===== config.mk =====
export PLATFORM = sky130hd
export DESIGN_NAME = scms_check_node
export DESIGN_NICKNAME = d
export VERILOG_FILES = /design/src/rtl/scms_pkg.sv /design/src/rtl/scms_input_clean.sv /design/src/rtl/scms_min_track.sv /design/src/rtl/scms_out_gen.sv /design/src/rtl/scms_check_node.sv
export SDC_FILE = /design/constraint.sdc
export NUM_CORES = 1
export LEC_CHECK = 0
export CELL_PAD_IN_SITES_DETAIL_PLACEMENT = 1
export CELL_PAD_IN_SITES_GLOBAL_PLACEMENT = 1
export CORE_MARGIN = 5
export CORE_UTILIZATION = 49
export DETAILED_ROUTE_END_ITERATION = 12
export PLACE_DENSITY = 0.85
export SLEW_MARGIN = 25
export SYNTH_ARGS = -nofsm -noshare
export SYNTH_HDL_FRONTEND = slang
export SYNTH_SLANG_ARGS = --single-unit

===== constraint.sdc =====
create_clock -name clk -period 5.57 [get_ports clk]
set_input_delay 1.114 -clock clk [delete_from_list [all_inputs] [get_ports clk]]
set_output_delay 1.114 -clock clk [all_outputs]
set_load 0.005 [all_outputs]

===== src/rtl/scms_pkg.sv =====
package scms_pkg;
    typedef enum logic [1:0] {
        ST_IDLE    = 2'd0,
        ST_COLLECT = 2'd1,
        ST_EMIT    = 2'd2
    } cn_state_e;
endpackage


===== src/rtl/scms_input_clean.sv =====
// Erasure decision and saturated magnitude of one incoming message.
module scms_input_clean #(
    parameter int LLR_W = 8
) (
    input  logic [LLR_W-1:0] llr,
    input  logic             prev_sign,
    input  logic             first_pass,
    output logic [LLR_W-2:0] mag,
    output logic             sgn,
    output logic             erased
);
    localparam logic [LLR_W-1:0] MOST_NEG = {1'b1, {(LLR_W-1){1'b0}}};

    logic [LLR_W-1:0] neg_v;

    always_comb begin
        erased = !first_pass && (llr[LLR_W-1] != prev_sign);
        neg_v  = -llr;
        if (erased) begin
            mag = '0;
            sgn = 1'b0;
        end else if (llr == MOST_NEG) begin
            mag = '1;
            sgn = 1'b1;
        end else if (llr[LLR_W-1]) begin
            mag = neg_v[LLR_W-2:0];
            sgn = 1'b1;
        end else begin
            mag = llr[LLR_W-2:0];
            sgn = 1'b0;
        end
    end
endmodule


===== src/rtl/scms_min_track.sv =====
// First-pass accumulators: two minima, their position, sign parity, erasures.
module scms_min_track #(
    parameter int MAG_W   = 7,
    parameter int MAX_DEG = 24,
    parameter int IDX_W   = 5,
    parameter int CNT_W   = 5
) (
    input  logic               clk,
    input  logic               rst_n,
    input  logic               clear,
    input  logic               take,
    input  logic [IDX_W-1:0]   edge_idx,
    input  logic [MAG_W-1:0]   mag,
    input  logic               sgn,
    input  logic               erased,
    output logic [MAG_W-1:0]   min1,
    output logic [MAG_W-1:0]   min2,
    output logic [IDX_W-1:0]   min1_idx,
    output logic               sign_acc,
    output logic [MAX_DEG-1:0] sign_vec,
    output logic [CNT_W-1:0]   erase_cnt
);
    always_ff @(posedge clk or negedge rst_n) begin
        if (!rst_n) begin
            min1      <= '1;
            min2      <= '1;
            min1_idx  <= '0;
            sign_acc  <= 1'b0;
            sign_vec  <= '0;
            erase_cnt <= '0;
        end else if (clear) begin
            min1      <= '1;
            min2      <= '1;
            min1_idx  <= '0;
            sign_acc  <= 1'b0;
            sign_vec  <= '0;
            erase_cnt <= '0;
        end else if (take) begin
            sign_vec[edge_idx] <= sgn;
            sign_acc           <= sign_acc ^ sgn;
            if (erased) begin
                erase_cnt <= erase_cnt + 1'b1;
            end
            if (mag < min1) begin
                min2     <= min1;
                min1     <= mag;
                min1_idx <= edge_idx;
            end else if (mag < min2) begin
                min2 <= mag;
            end
        end
    end
endmodule


===== src/rtl/scms_out_gen.sv =====
// Second-pass output: exclude own contribution from magnitude and sign.
module scms_out_gen #(
    parameter int LLR_W   = 8,
    parameter int MAX_DEG = 24,
    parameter int IDX_W   = 5
) (
    input  logic [IDX_W-1:0]   edge_idx,
    input  logic [LLR_W-2:0]   min1,
    input  logic [LLR_W-2:0]   min2,
    input  logic [IDX_W-1:0]   min1_idx,
    input  logic               sign_acc,
    input  logic [MAX_DEG-1:0] sign_vec,
    output logic [LLR_W-1:0]   llr
);
    logic [LLR_W-2:0] mag_sel;
    logic [LLR_W-1:0] ext;
    logic             s;

    always_comb begin
        mag_sel = (edge_idx == min1_idx) ? min2 : min1;
        s       = sign_acc ^ sign_vec[edge_idx];
        ext     = {1'b0, mag_sel};
        llr     = s ? -ext : ext;
    end
endmodule


===== src/rtl/scms_check_node.sv =====
module scms_check_node #(
    parameter int LLR_W   = 8,
    parameter int MAX_DEG = 24
) (
    input  logic                         clk,
    input  logic                         rst_n,
    input  logic                         row_start,
    input  logic [$clog2(MAX_DEG+1)-1:0] row_deg,
    input  logic                         first_iter,
    input  logic                         in_valid,
    input  logic [LLR_W-1:0]             in_llr,
    input  logic                         in_prev_sign,
    output logic                         out_valid,
    output logic [LLR_W-1:0]             out_llr,
    output logic                         out_last,
    output logic [$clog2(MAX_DEG+1)-1:0] erase_cnt
);
    import scms_pkg::*;

    localparam int MAG_W = LLR_W - 1;
    localparam int IDX_W = $clog2(MAX_DEG);
    localparam int CNT_W = $clog2(MAX_DEG + 1);

    cn_state_e        state_q, state_d;
    logic [CNT_W-1:0] deg_q;
    logic             first_q;
    logic [IDX_W-1:0] edge_q;
    logic [IDX_W-1:0] last_edge;
    logic             at_last;
    logic             clear, take;

    logic [MAG_W-1:0]   c_mag;
    logic               c_sgn, c_erased;
    logic [MAG_W-1:0]   min1, min2;
    logic [IDX_W-1:0]   min1_idx;
    logic               sign_acc;
    logic [MAX_DEG-1:0] sign_vec;
    logic [LLR_W-1:0]   gen_llr;

    assign last_edge = IDX_W'(deg_q - 1'b1);
    assign at_last   = (edge_q == last_edge);
    assign clear     = (state_q == ST_IDLE) && row_start;
    assign take      = (state_q == ST_COLLECT) && in_valid;

    // state register
    always_ff @(posedge clk or negedge rst_n) begin
        if (!rst_n) state_q <= ST_IDLE;
        else        state_q <= state_d;
    end

    // transitions
    always_comb begin
        state_d = state_q;
        unique case (state_q)
            ST_IDLE:    if (row_start)           state_d = ST_COLLECT;
            ST_COLLECT: if (in_valid && at_last) state_d = ST_EMIT;
            ST_EMIT:    if (at_last)             state_d = ST_IDLE;
            default:                             state_d = ST_IDLE;
        endcase
    end

    // row context and edge counter
    always_ff @(posedge clk or negedge rst_n) begin
        if (!rst_n) begin
            deg_q   <= '0;
            first_q <= 1'b0;
            edge_q  <= '0;
        end else begin
            if (clear) begin
                deg_q   <= row_deg;
                first_q <= first_iter;
                edge_q  <= '0;
            end else if (take || state_q == ST_EMIT) begin
                edge_q <= at_last ? '0 : edge_q + 1'b1;
            end
        end
    end

    // outputs
    always_comb begin
        out_valid = (state_q == ST_EMIT);
        out_last  = out_valid && at_last;
        out_llr   = out_valid ? gen_llr : '0;
    end

    scms_input_clean #(.LLR_W(LLR_W)) u_clean (
        .llr        (in_llr),
        .prev_sign  (in_prev_sign),
        .first_pass (first_q),
        .mag        (c_mag),
        .sgn        (c_sgn),
        .erased     (c_erased)
    );

    scms_min_track #(
        .MAG_W   (MAG_W),
        .MAX_DEG (MAX_DEG),
        .IDX_W   (IDX_W),
        .CNT_W   (CNT_W)
    ) u_track (
        .clk       (clk),
        .rst_n     (rst_n),
        .clear     (clear),
        .take      (take),
        .edge_idx  (edge_q),
        .mag       (c_mag),
        .sgn       (c_sgn),
        .erased    (c_erased),
        .min1      (min1),
        .min2      (min2),
        .min1_idx  (min1_idx),
        .sign_acc  (sign_acc),
        .sign_vec  (sign_vec),
        .erase_cnt (erase_cnt)
    );

    scms_out_gen #(
        .LLR_W   (LLR_W),
        .MAX_DEG (MAX_DEG),
        .IDX_W   (IDX_W)
    ) u_out (
        .edge_idx (edge_q),
        .min1     (min1),
        .min2     (min2),
        .min1_idx (min1_idx),
        .sign_acc (sign_acc),
        .sign_vec (sign_vec),
        .llr      (gen_llr)
    );
endmodule


Word level (Yosys, flattened, before mapping):

Cells that the tools add are included.

* add/subtract/negate cells: 5
* magnitude comparators: 4
* eq/ne operators: 9
* multiplexer cells: 38
* bitwise operators: 2
* reductions and logical operators: 18

Operator list (count)
* 7-bit two-way mux: 11
* 24-bit two-way mux: 2
* 5-bit two-way mux: 9
* 24-bit bitwise mux: 1
* 8-bit two-way mux: 2
* 7-bit < comparator: 2
* 5-bit by 1-bit adder with 5-bit output, second input constant: 2
* 5-bit == test: 2
* 8-bit == test, second input constant: 1
* 7-bit negation with 8-bit output: 1
* 2-bit nonzero test: 4
* 1-bit two-way mux: 7
* 7-bit negation: 1
* 1-bit logical AND: 6
* 5-bit by 6-bit < comparator with 1-bit output, second input constant: 1
* 2-bit two-way mux: 3
* 2-bit case mux with 3 select lines: 1
* 2-bit AND reduction: 3
* 1-bit binary-select mux with 5-bit select: 1
* 1-bit demux with 5-bit select: 1
* 5-bit by 1-bit greater-or-equal comparator with 1-bit output, second input constant: 1
* 5-bit by 1-bit subtractor with 5-bit output, second input constant: 1
* 2-bit by 1-bit != test with 1-bit output, second input constant: 2
* 3-bit AND reduction: 1
* other kinds (9): 10

* bits in registers: 62
* output and inout bits: 15
* logic and storage cells: 86

Logic depth before layout (Yosys ltp):

Gate-level depths: netlist of the first run.

* depth in word-level cells: 9
* depth in mapped cells: 14
* gate-level depth less buffers: 13

Hierarchy:

Synthesis of the first run repeated with hierarchy kept, for this count alone.

* cell total of the unflattened synthesis: 499
* area total of the unflattened synthesis: 4405.5 µm²

Modules (own cells, without submodules)
* scms_min_track: instances 1, cells an instance 310, area each 2781.4 µm², sequential area each 1243.7 µm²
* scms_check_node: instances 1, cells an instance 78, area each 773.2 µm², sequential area each 325.3 µm²
* scms_out_gen: instances 1, cells an instance 73, area each 598.1 µm², sequential area each 0.0 µm²
* scms_input_clean: instances 1, cells an instance 38, area each 252.7 µm², sequential area each 0.0 µm²

Least setup slack after synthesis of the first run:

Ideal clock, no wire load.

* kind: input port to flip-flop
* start point: input port in_llr[0]
* end point: register u_track.min2[0]
* arrival time: 3689 ps
* required time: 5495 ps
* slack: 1806 ps
* stages: 12
* buffers on the path: 1
* path through: inv_1 -> ha_1 -> or3b_1 -> a311oi_1 -> ha_1 -> nand3_1 -> a21oi_1 -> o31a_1 -> a211o_1 -> buf_2 -> o21ai_2 -> a2bb2oi_1

* cells in the longest elaborated chain, start to end: 8

Ends and longest elaborated chain
* start: declaration: RTL line scms_check_node.sv:11 `input logic [LLR_W-1:0] in_llr,`
* 7-bit negation: RTL line scms_input_clean.sv:18 `neg_v = -llr;`
* 7-bit two-way mux: RTL line scms_input_clean.sv:25 `end else if (llr[LLR_W-1]) begin`
* 7-bit two-way mux *: RTL line scms_input_clean.sv:22 `end else if (llr == MOST_NEG) begin`
* 7-bit two-way mux *: RTL line scms_input_clean.sv:19 `if (erased) begin`
* 7-bit < comparator or 7-bit two-way mux (tied branches): RTL line scms_min_track.sv:44, scms_min_track.sv:48
* 7-bit two-way mux: RTL line scms_min_track.sv:44 `if (mag < min1) begin`
* 7-bit two-way mux: RTL line scms_min_track.sv:38 `end else if (take) begin`
* 7-bit two-way mux: RTL line scms_min_track.sv:31 `end else if (clear) begin`
* end signal: assignment: RTL line scms_min_track.sv:45 `min2 <= min1;`
* end signal: assignment: RTL line scms_min_track.sv:49 `min2 <= mag;`
* end: declaration: RTL line scms_min_track.sv:17 `output logic [MAG_W-1:0] min2,`

Mark *: on every way between the ends. The rest lies on a longest branch, timed or not. The select of a mux whose other input is x is not followed.
A chain may end at the register's enable or synchronous reset.

Worst setup path in the final report of the first run:

* start point: register edge_q[0]
* end point: output port out_llr[6]

* cells in the longest elaborated chain, start to end: 5

Ends and longest elaborated chain
* start: declaration: RTL line scms_check_node.sv:27 `logic [IDX_W-1:0] edge_q;`
* start signal: assignment: RTL line scms_check_node.sv:74 `edge_q <= at_last ? '0 : edge_q + 1'b1;`
* 5-bit == test or 1-bit binary-select mux with 5-bit select (tied branches): RTL line scms_out_gen.sv:20, scms_out_gen.sv:21
* 7-bit two-way mux or 1-bit two-way mux (tied branches): RTL line scms_out_gen.sv:20, scms_out_gen.sv:21
* 7-bit negation with 8-bit output or 1-bit XOR (tied branches): RTL line scms_out_gen.sv:23, scms_out_gen.sv:21
* 8-bit two-way mux *: RTL line scms_out_gen.sv:23 `llr = s ? -ext : ext;`
* 8-bit two-way mux *: RTL line scms_check_node.sv:83 `out_llr = out_valid ? gen_llr : '0;`
* end: declaration: RTL line scms_check_node.sv:14 `output logic [LLR_W-1:0] out_llr,`

Marks and branches as above.

==> results.toml, run 1 <==
[global_routing]
gr-total-overflow = 0
vias_in_the_first_global_route = 3956
grt_use_met3_pct = 3.79
number_of_antenna_violations_at_the_first_check_in_global_routing = 0
grt_busiest_layer = "met2"
grt_util_met2_pct = 42.6
grt_start_max_net_pins = 63
gr_util_met1_pct = 30.6
first_pass_grt_wire_length_um = 20100
global_route.usage.total_pct = 24.3

[final_layout]
insertedDiodeCount = 0
finalCoreUtilization_pct = 58.4
drive_gt1_share_pct = 10.8
postLayoutCellArea_um2 = 4850
area_growth_syn_to_layout_pct = 14.8
final_nets = 527

[logic_synthesis]
post_synth_cell_types = 60
yosysWarnings = 0
synth_nets = 503
number_of_enable_flip_flop_cells_after_synthesis = 0
syn-cell-area_um2 = 4220
async_flop_share_pct = 100
ys_seq_area_share_pct = 37.2
post_synth_inst_count = 464
syn_area_per_cell_um2 = 9.10
postSynth.topFlopCell = "sky130_fd_sc_hd__dfrtp_1"
synth.ff_latch_count = 62

[floorplan]
start_util_pct = 50.9
core_area_um2 = 8300
floorplan.io_pins = 34
chipWidth_um = 103
placement_rows = 33
die_height_um = 103
floorplan_die_area_um2 = 10600

[route]
detail_route.vias_per_cell = 6.10
detail_route.wl_per_cell_um = 20.1
drt_iter0_drc = 112
drc = 0
final_routed_wirelength_um = 12000
routed-via-count = 3647
drt_pass1_iterations = 4
drt.antenna.violating_nets = 0

[worst_setup_path]
worst-endpoint-required_ps = 4460
critical_path.startpoint_type = "register"
crit_fanout = 14
crit_chain = "xnor2_1 > nand2_1 > nor2_1 > buf_4 > nor2_1 > a21oi_1 > ha_1 > nand2_1 > a21oi_1 > a41o_1 > nor3_1 > nor3_2 > clkdlybuf4s50_1"
critical_path_buf_inv_count = 2
timing_worst_setup_path_type = "reg2out"
critPathTopFamily = "flip-flops"
cp_data_arrival_time_ps = 3530
crit_path_end_kind = "output port"
critical-path-slowest-cell = "sky130_fd_sc_hd__dfrtp_1"
cp_slowest_stage_delay_ps = 830

[placement]
detailed_place_hpwl_um = 8510
placed_standard_cell_area_um2 = 4620
buffer_ports.inserted = 33
gpl.final_weighted_congestion = 0.898

[timing]
finalWorstPathRequiredPeriod_ps = 4640
clock_skew_after_layout_ps = 13.7
finalSetupViolCount = 0
worst_slew_pin_slew_ps = 1050
timing_hold_violations_final = 0
min_period_over_period_pct = 83.4
relSlewSlack_pct = 30.3
fin_tns_setup_ps = 0
number_of_pins_with_negative_max_slew_slack_in_the_final_report = 0
unrepaired_setup_endpoints_after_global_routing = "no"
maximum_clock_frequency_mhz = 215

[cts]
post_cts_resized = 0
post_cts_clock_slew_at_the_launch_and_capture_registers_of_the_worst_setup_and_hold_paths_ps = 70
post-cts-setup-buffer-count = 0
cts-htree-levels = 3
numClockSinks = 62
cts.path.max_buffers = 2
tritoncts = "done"
cts_root_buf = "sky130_fd_sc_hd__clkbuf_8"
clock_insertion_delay_worst_skew_ps = 340
num_cts_buffers = 9
postCtsHoldBufs = 0

[pwr]
p_per_area_nw_per_um2 = 559
vdd_drop_max_mv = 0.235
finalPower_mw = 2.71
total_leakage_power_nw = 2.20

[worst_hold_path]
hold_class = "reg2reg"

[status]
outcome = "completed"

[run]
drv_cap = 0
-- Yosys cell counts, drive strengths merged, types with 10 or more instances --
cell | instances | area [µm²]
a21oi | 31 | 155
nor2 | 53 | 199
buf | 11 | 57.6
dfrtp | 48 | 1200
clkbuf | 14 | 52.6
nor3 | 11 | 60.1
nand3 | 26 | 135
xnor2 | 14 | 149
nand2 | 43 | 161
inv | 25 | 93.8
mux2i | 28 | 280
o21ai | 34 | 178
ha | 20 | 250
dfstp | 14 | 368
nand4 | 10 | 62.6
-- flip-flops by register name, summed over array words and instances, names as in the netlist --
register and count:
u_track.sign_vec 24, u_track.min1 7, u_track.min2 7, deg_q 5
edge_q 5, u_track.erase_cnt 5, u_track.min1_idx 5, state_q 2
first_q 1, u_track.sign_acc 1
-- cell usage in the layout, fill, tap and decap left out, types with 3 or more instances in the layout --
master	count
sky130_fd_sc_hd__o21ai_1	9
sky130_fd_sc_hd__nand3_1	25
sky130_fd_sc_hd__a211o_1	3
sky130_fd_sc_hd__nor3b_1	4
sky130_fd_sc_hd__mux4_1	5
sky130_fd_sc_hd__dfrtp_1	48
sky130_fd_sc_hd__xor2_1	5
sky130_fd_sc_hd__a2bb2oi_1	7
sky130_fd_sc_hd__o2111a_1	3
sky130_fd_sc_hd__nor3_1	10
sky130_fd_sc_hd__a21o_1	5
sky130_fd_sc_hd__nor4_1	3
sky130_fd_sc_hd__xnor2_1	12
sky130_fd_sc_hd__nand2_1	43
sky130_fd_sc_hd__a21oi_1	31
sky130_fd_sc_hd__a311oi_1	3
sky130_fd_sc_hd__nand4_1	10
sky130_fd_sc_hd__a22o_1	3
sky130_fd_sc_hd__nor3b_2	3
sky130_fd_sc_hd__clkdlybuf4s50_1	32
sky130_fd_sc_hd__nor2_1	53
sky130_fd_sc_hd__clkbuf_8	10
sky130_fd_sc_hd__o21ai_0	23
sky130_fd_sc_hd__and2_1	4
sky130_fd_sc_hd__ha_1	20
sky130_fd_sc_hd__nor2b_1	3
sky130_fd_sc_hd__dfstp_2	14
sky130_fd_sc_hd__a41o_1	3
sky130_fd_sc_hd__buf_4	5
sky130_fd_sc_hd__mux2i_1	28
sky130_fd_sc_hd__inv_1	25
-- kinds of logic (layout without fill, tap and decap cells) --
logic type	count (synthesis)	after routing	synth area share (%)
AOI/OAI and AO/OA	106	106	16.9
xor gates and xnor gates	20	20	5.10
adders and majority gates	20	20	5.93
buffers and inverters	50	79	4.83
DFF	62	62	37.2
muxes	35	35	10.6
and+or+nand+nor	171	171	19.5
-- power breakdown --
group / internal, mW / leakage, nW / switching (mW) / total [mW]
Clock: 0.263 / 0.108 / 0.187 / 0.450
Combinational: 0.599 / 1.30 / 0.831 / 1.43
Sequential: 0.626 / 0.793 / 0.202 / 0.829
Total: 1.49 / 2.20 / 1.22 / 2.71
-- worst paths after layout --
check / slack [ps] / from / cells past startpoint / to
min in group asynchronous: 940 / rst_n / 2 / first_q
max in group asynchronous: 4090 / rst_n / 2 / u_track.sign_vec[0]
max reg2reg: 2460 / first_q / 9 / u_track.min2[6]
max: 930 / edge_q[0] / 13 / out_llr[6]
min reg2reg: 520 / u_track.sign_vec[2] / 2 / u_track.sign_vec[2]
min: 520 / u_track.sign_vec[2] / 2 / u_track.sign_vec[2]
-- through the flow --
stage | setup WS (ps) | hold WS, ps | instances
after CTS | 923 | 530 | 598
after detailed placement | 692 | 513 | 582
after global placement | 837 | 500 | 582
after global routing | 627 | 547 | 598
after floorplan | 1810 | 467 | 464
final | 927 | 523 | 598
-- layout make-up --
type | instances | area [µm²]
clock buffer | 10 | 138
sequential | 62 | 1570
clock inverter | 6 | 85.1
timing repair buffer | 38 | 363
multi-input combinational | 352 | 2470
tap | 105 | 131
fill | 960 | 3450
inverter | 25 | 93.8
-- metal layers --
metal / up-vias / part of all wire [%]
met1: 1829 / 43
met3: 29 / 3.4
met2: 79 / 51
met4: 0 / 2.6
met5: - / 0
li1: 1710 / -
-- worst reg2reg max path: stages, from the launching register on --
cell,delay (ps)
sky130_fd_sc_hd__dfrtp_1,410
sky130_fd_sc_hd__nor2_1,120
sky130_fd_sc_hd__a311oi_1,580
sky130_fd_sc_hd__ha_1,390
sky130_fd_sc_hd__a21oi_1,190
sky130_fd_sc_hd__nor2b_1,80
sky130_fd_sc_hd__o31a_1,280
sky130_fd_sc_hd__a211o_1,420
sky130_fd_sc_hd__o21ai_2,350
sky130_fd_sc_hd__a2bb2oi_1,230
No activity file was read; power rests on OpenSTA's default activity.
==> inputs of run 2 (changes only) <==
Settings changed: CORE_UTILIZATION 49 to 45, PLACE_DENSITY 0.85 to 0.79.
Clock period 5.57 ns to 4.8 ns, I/O delays scaled along.
==> run 2 against run 1 <==
Against the previous run:
- critical path depth decreased by 1
- worst hold slack about the same
- sequential share of layout area decreased by 0.17 points
- cell count increased by 2.0%
- sequential power increased by 12%
- global-route usage decreased by 3.1 points
- wire length decreased by 3.2%
- worst setup slack got worse by 550 ps
- combinational power increased by 19%
- first-iteration DRC count increased by 63%
- highest routed layer unchanged
==> results.toml, run 2 (synthesis gave the netlist of run 1 again) <==
[status]
outcome = "completed"

[pwr]
vdd_drop_max_mv = 0.232
total_leakage_power_nw = 2.22
p_per_area_nw_per_um2 = 634

[worst_setup_path]
crit-reg2reg-launch = "first_q"
timing.critical_path.from = "edge_q[3]"
critical_path.startpoint_type = "register"
reg2reg_slack_ps = 1770
ff2ff_path_depth = 9
cp_data_arrival_time_ps = 3470
timing_worst_setup_path_type = "reg2out"
worst-endpoint-required_ps = 3840
crit_path_end_kind = "output port"
worstReg2RegEnd = "u_track.min2[3]"
setup.worst_path.end = "out_llr[6]"
crit_fanout = 14

[final_layout]
area_growth_syn_to_layout_pct = 15.4
layout.area.seq_um2 = 1570
drive_gt1_share_pct = 11.6
layout.filler_cells = 1087
largestRegisters = "u_track.sign_vec (24), u_track.min1 (7), u_track.min2 (7)"
finalCoreUtilization_pct = 53.0
layout_common_cells = "52 x sky130_fd_sc_hd__nor2_1, 48 x sky130_fd_sc_hd__dfrtp_1, 43 x sky130_fd_sc_hd__nand2_1, 32 x sky130_fd_sc_hd__clkdlybuf4s50_1, 31 x sky130_fd_sc_hd__a21oi_1"
largest-register = "u_track.sign_vec"
insertedDiodeCount = 0
multi_input_comb_area_um2 = 2470
max_reg_flops = 24
mostFrequentLayoutCell = "sky130_fd_sc_hd__nor2_1"
final_nets = 533

[route]
drt.antenna.violating_nets = 0
final_routed_wirelength_um = 11700
routed-via-count = 3658
drt_pass1_iterations = 4
detail_route.vias_per_cell = 6.00
drt_iter0_drc = 183
detail_route.wl_per_cell_um = 19.1
drc = 0

[timing]
fin_tns_setup_ps = 0
clock_skew_after_layout_ps = 6.68
timing_hold_violations_final = 0
relSlewSlack_pct = 35.1
unrepaired_setup_endpoints_after_global_routing = "no"
finalWorstPathRequiredPeriod_ps = 4430
finalSetupViolCount = 0
worst_slew_pin_slew_ps = 974
number_of_pins_with_negative_max_slew_slack_in_the_final_report = 0
maximum_clock_frequency_mhz = 226
min_period_over_period_pct = 92.2

[global_routing]
global_route.usage.total_pct = 21.3
gr-total-overflow = 0
first_pass_grt_wire_length_um = 19300
vias_in_the_first_global_route = 3754
number_of_antenna_violations_at_the_first_check_in_global_routing = 0
grt_start_max_net_pins = 41

[cts]
postCtsHoldBufs = 0
cts_root_buf = "sky130_fd_sc_hd__clkbuf_8"
cts.path.max_buffers = 2
cts-htree-levels = 3
clock_insertion_delay_worst_skew_ps = 350
tritoncts = "done"
numClockSinks = 62
post_cts_clock_slew_at_the_launch_and_capture_registers_of_the_worst_setup_and_hold_paths_ps = 70
num_cts_buffers = 9

[floorplan]
floorplan.io_pins = 34
die_height_um = 107
floorplan_die_area_um2 = 11400
chipWidth_um = 107
placement_rows = 35
start_util_pct = 45.9
core_area_um2 = 9200

[worst_hold_path]
min-delay-start = "u_track.sign_vec[4]"
hold_class = "reg2reg"

[run]
drv_cap = 0

[placement]
detailed_place_hpwl_um = 8520
buffer_ports.inserted = 33
gpl.final_weighted_congestion = 0.884
## run 2: cell count changes in the layout (fill, tap and decap cells not counted), sizes merged
cell / before / now
buf: 6 / 12
clkbuf: 10 / 12
clkinvlp: 2 / 1
bufinv: 2 / 1
## run 2: area by class of cell
class	instances	area share [%]
multi-input combinational	352	50.7
sequential	62	32.2
timing repair buffer	44	8.37
clock buffer	12	2.98
tap	111	2.85
inverter	25	1.93
clock inverter	4	0.976
## run 2: stage by stage
step                      cell area [µm²]  power (mW)  cells  worst slack [ps]  hold WS [ps]
after floorplan                      4220        2.15    464              1190           467
after global placement               4680        2.54    594               431           499
after detailed placement             4680        2.61    594               226           512
after CTS                            4870        3.09    610               299           529
after global routing                 4870        3.32    610              76.6           538
final                                4870        3.09    610               372           523
## run 2: where the power goes
part	leakage [nW]	switching, mW	total, mW	internal, mW
Combinational	1.33	0.986	1.70	0.710
Sequential	0.793	0.200	0.928	0.728
Clock	0.0964	0.210	0.463	0.253
## run 2: worst min-delay path by stage
stage | end | slack [ps] | depth (start not counted)
final | u_track.sign_vec[4] | 520 | 2
after global routing | u_track.min2[1] | 540 | 1
after CTS | deg_q[3] | 530 | 2
after detailed placement | u_track.sign_vec[4] | 510 | 2
after global placement | u_track.sign_vec[1] | 500 | 2
after floorplan | deg_q[4] | 470 | 2
## run 2: timing repair
action                     CTS  global route
setup endpoints to repair    0             1
resized for setup            0             1
buffers inserted             0             0
## run 2: critical path, stage by stage (launching register included)
cell	delay, ps
sky130_fd_sc_hd__dfrtp_1	680
sky130_fd_sc_hd__xnor2_1	200
sky130_fd_sc_hd__nand3_1	180
sky130_fd_sc_hd__nor2_2	300
sky130_fd_sc_hd__nor2_1	70
sky130_fd_sc_hd__a21oi_1	210
sky130_fd_sc_hd__ha_1	330
sky130_fd_sc_hd__nand2_1	90
sky130_fd_sc_hd__a21oi_1	140
sky130_fd_sc_hd__a41o_1	150
sky130_fd_sc_hd__nor3_1	70
sky130_fd_sc_hd__nor3_2	170
sky130_fd_sc_hd__clkdlybuf4s50_1	530
## run 2: layer usage
| metal | up-vias | share of wire (%) | track usage (%) |
|---|---|---|---|
| met4 | 0 | 2.1 | 7.76 |
| met3 | 17 | 4.9 | 3.55 |
| met1 | 1834 | 46 | 28.9 |
| met2 | 82 | 47 | 34.2 |
| met5 | - | 0 | 0 |
| li1 | 1725 | - | - |
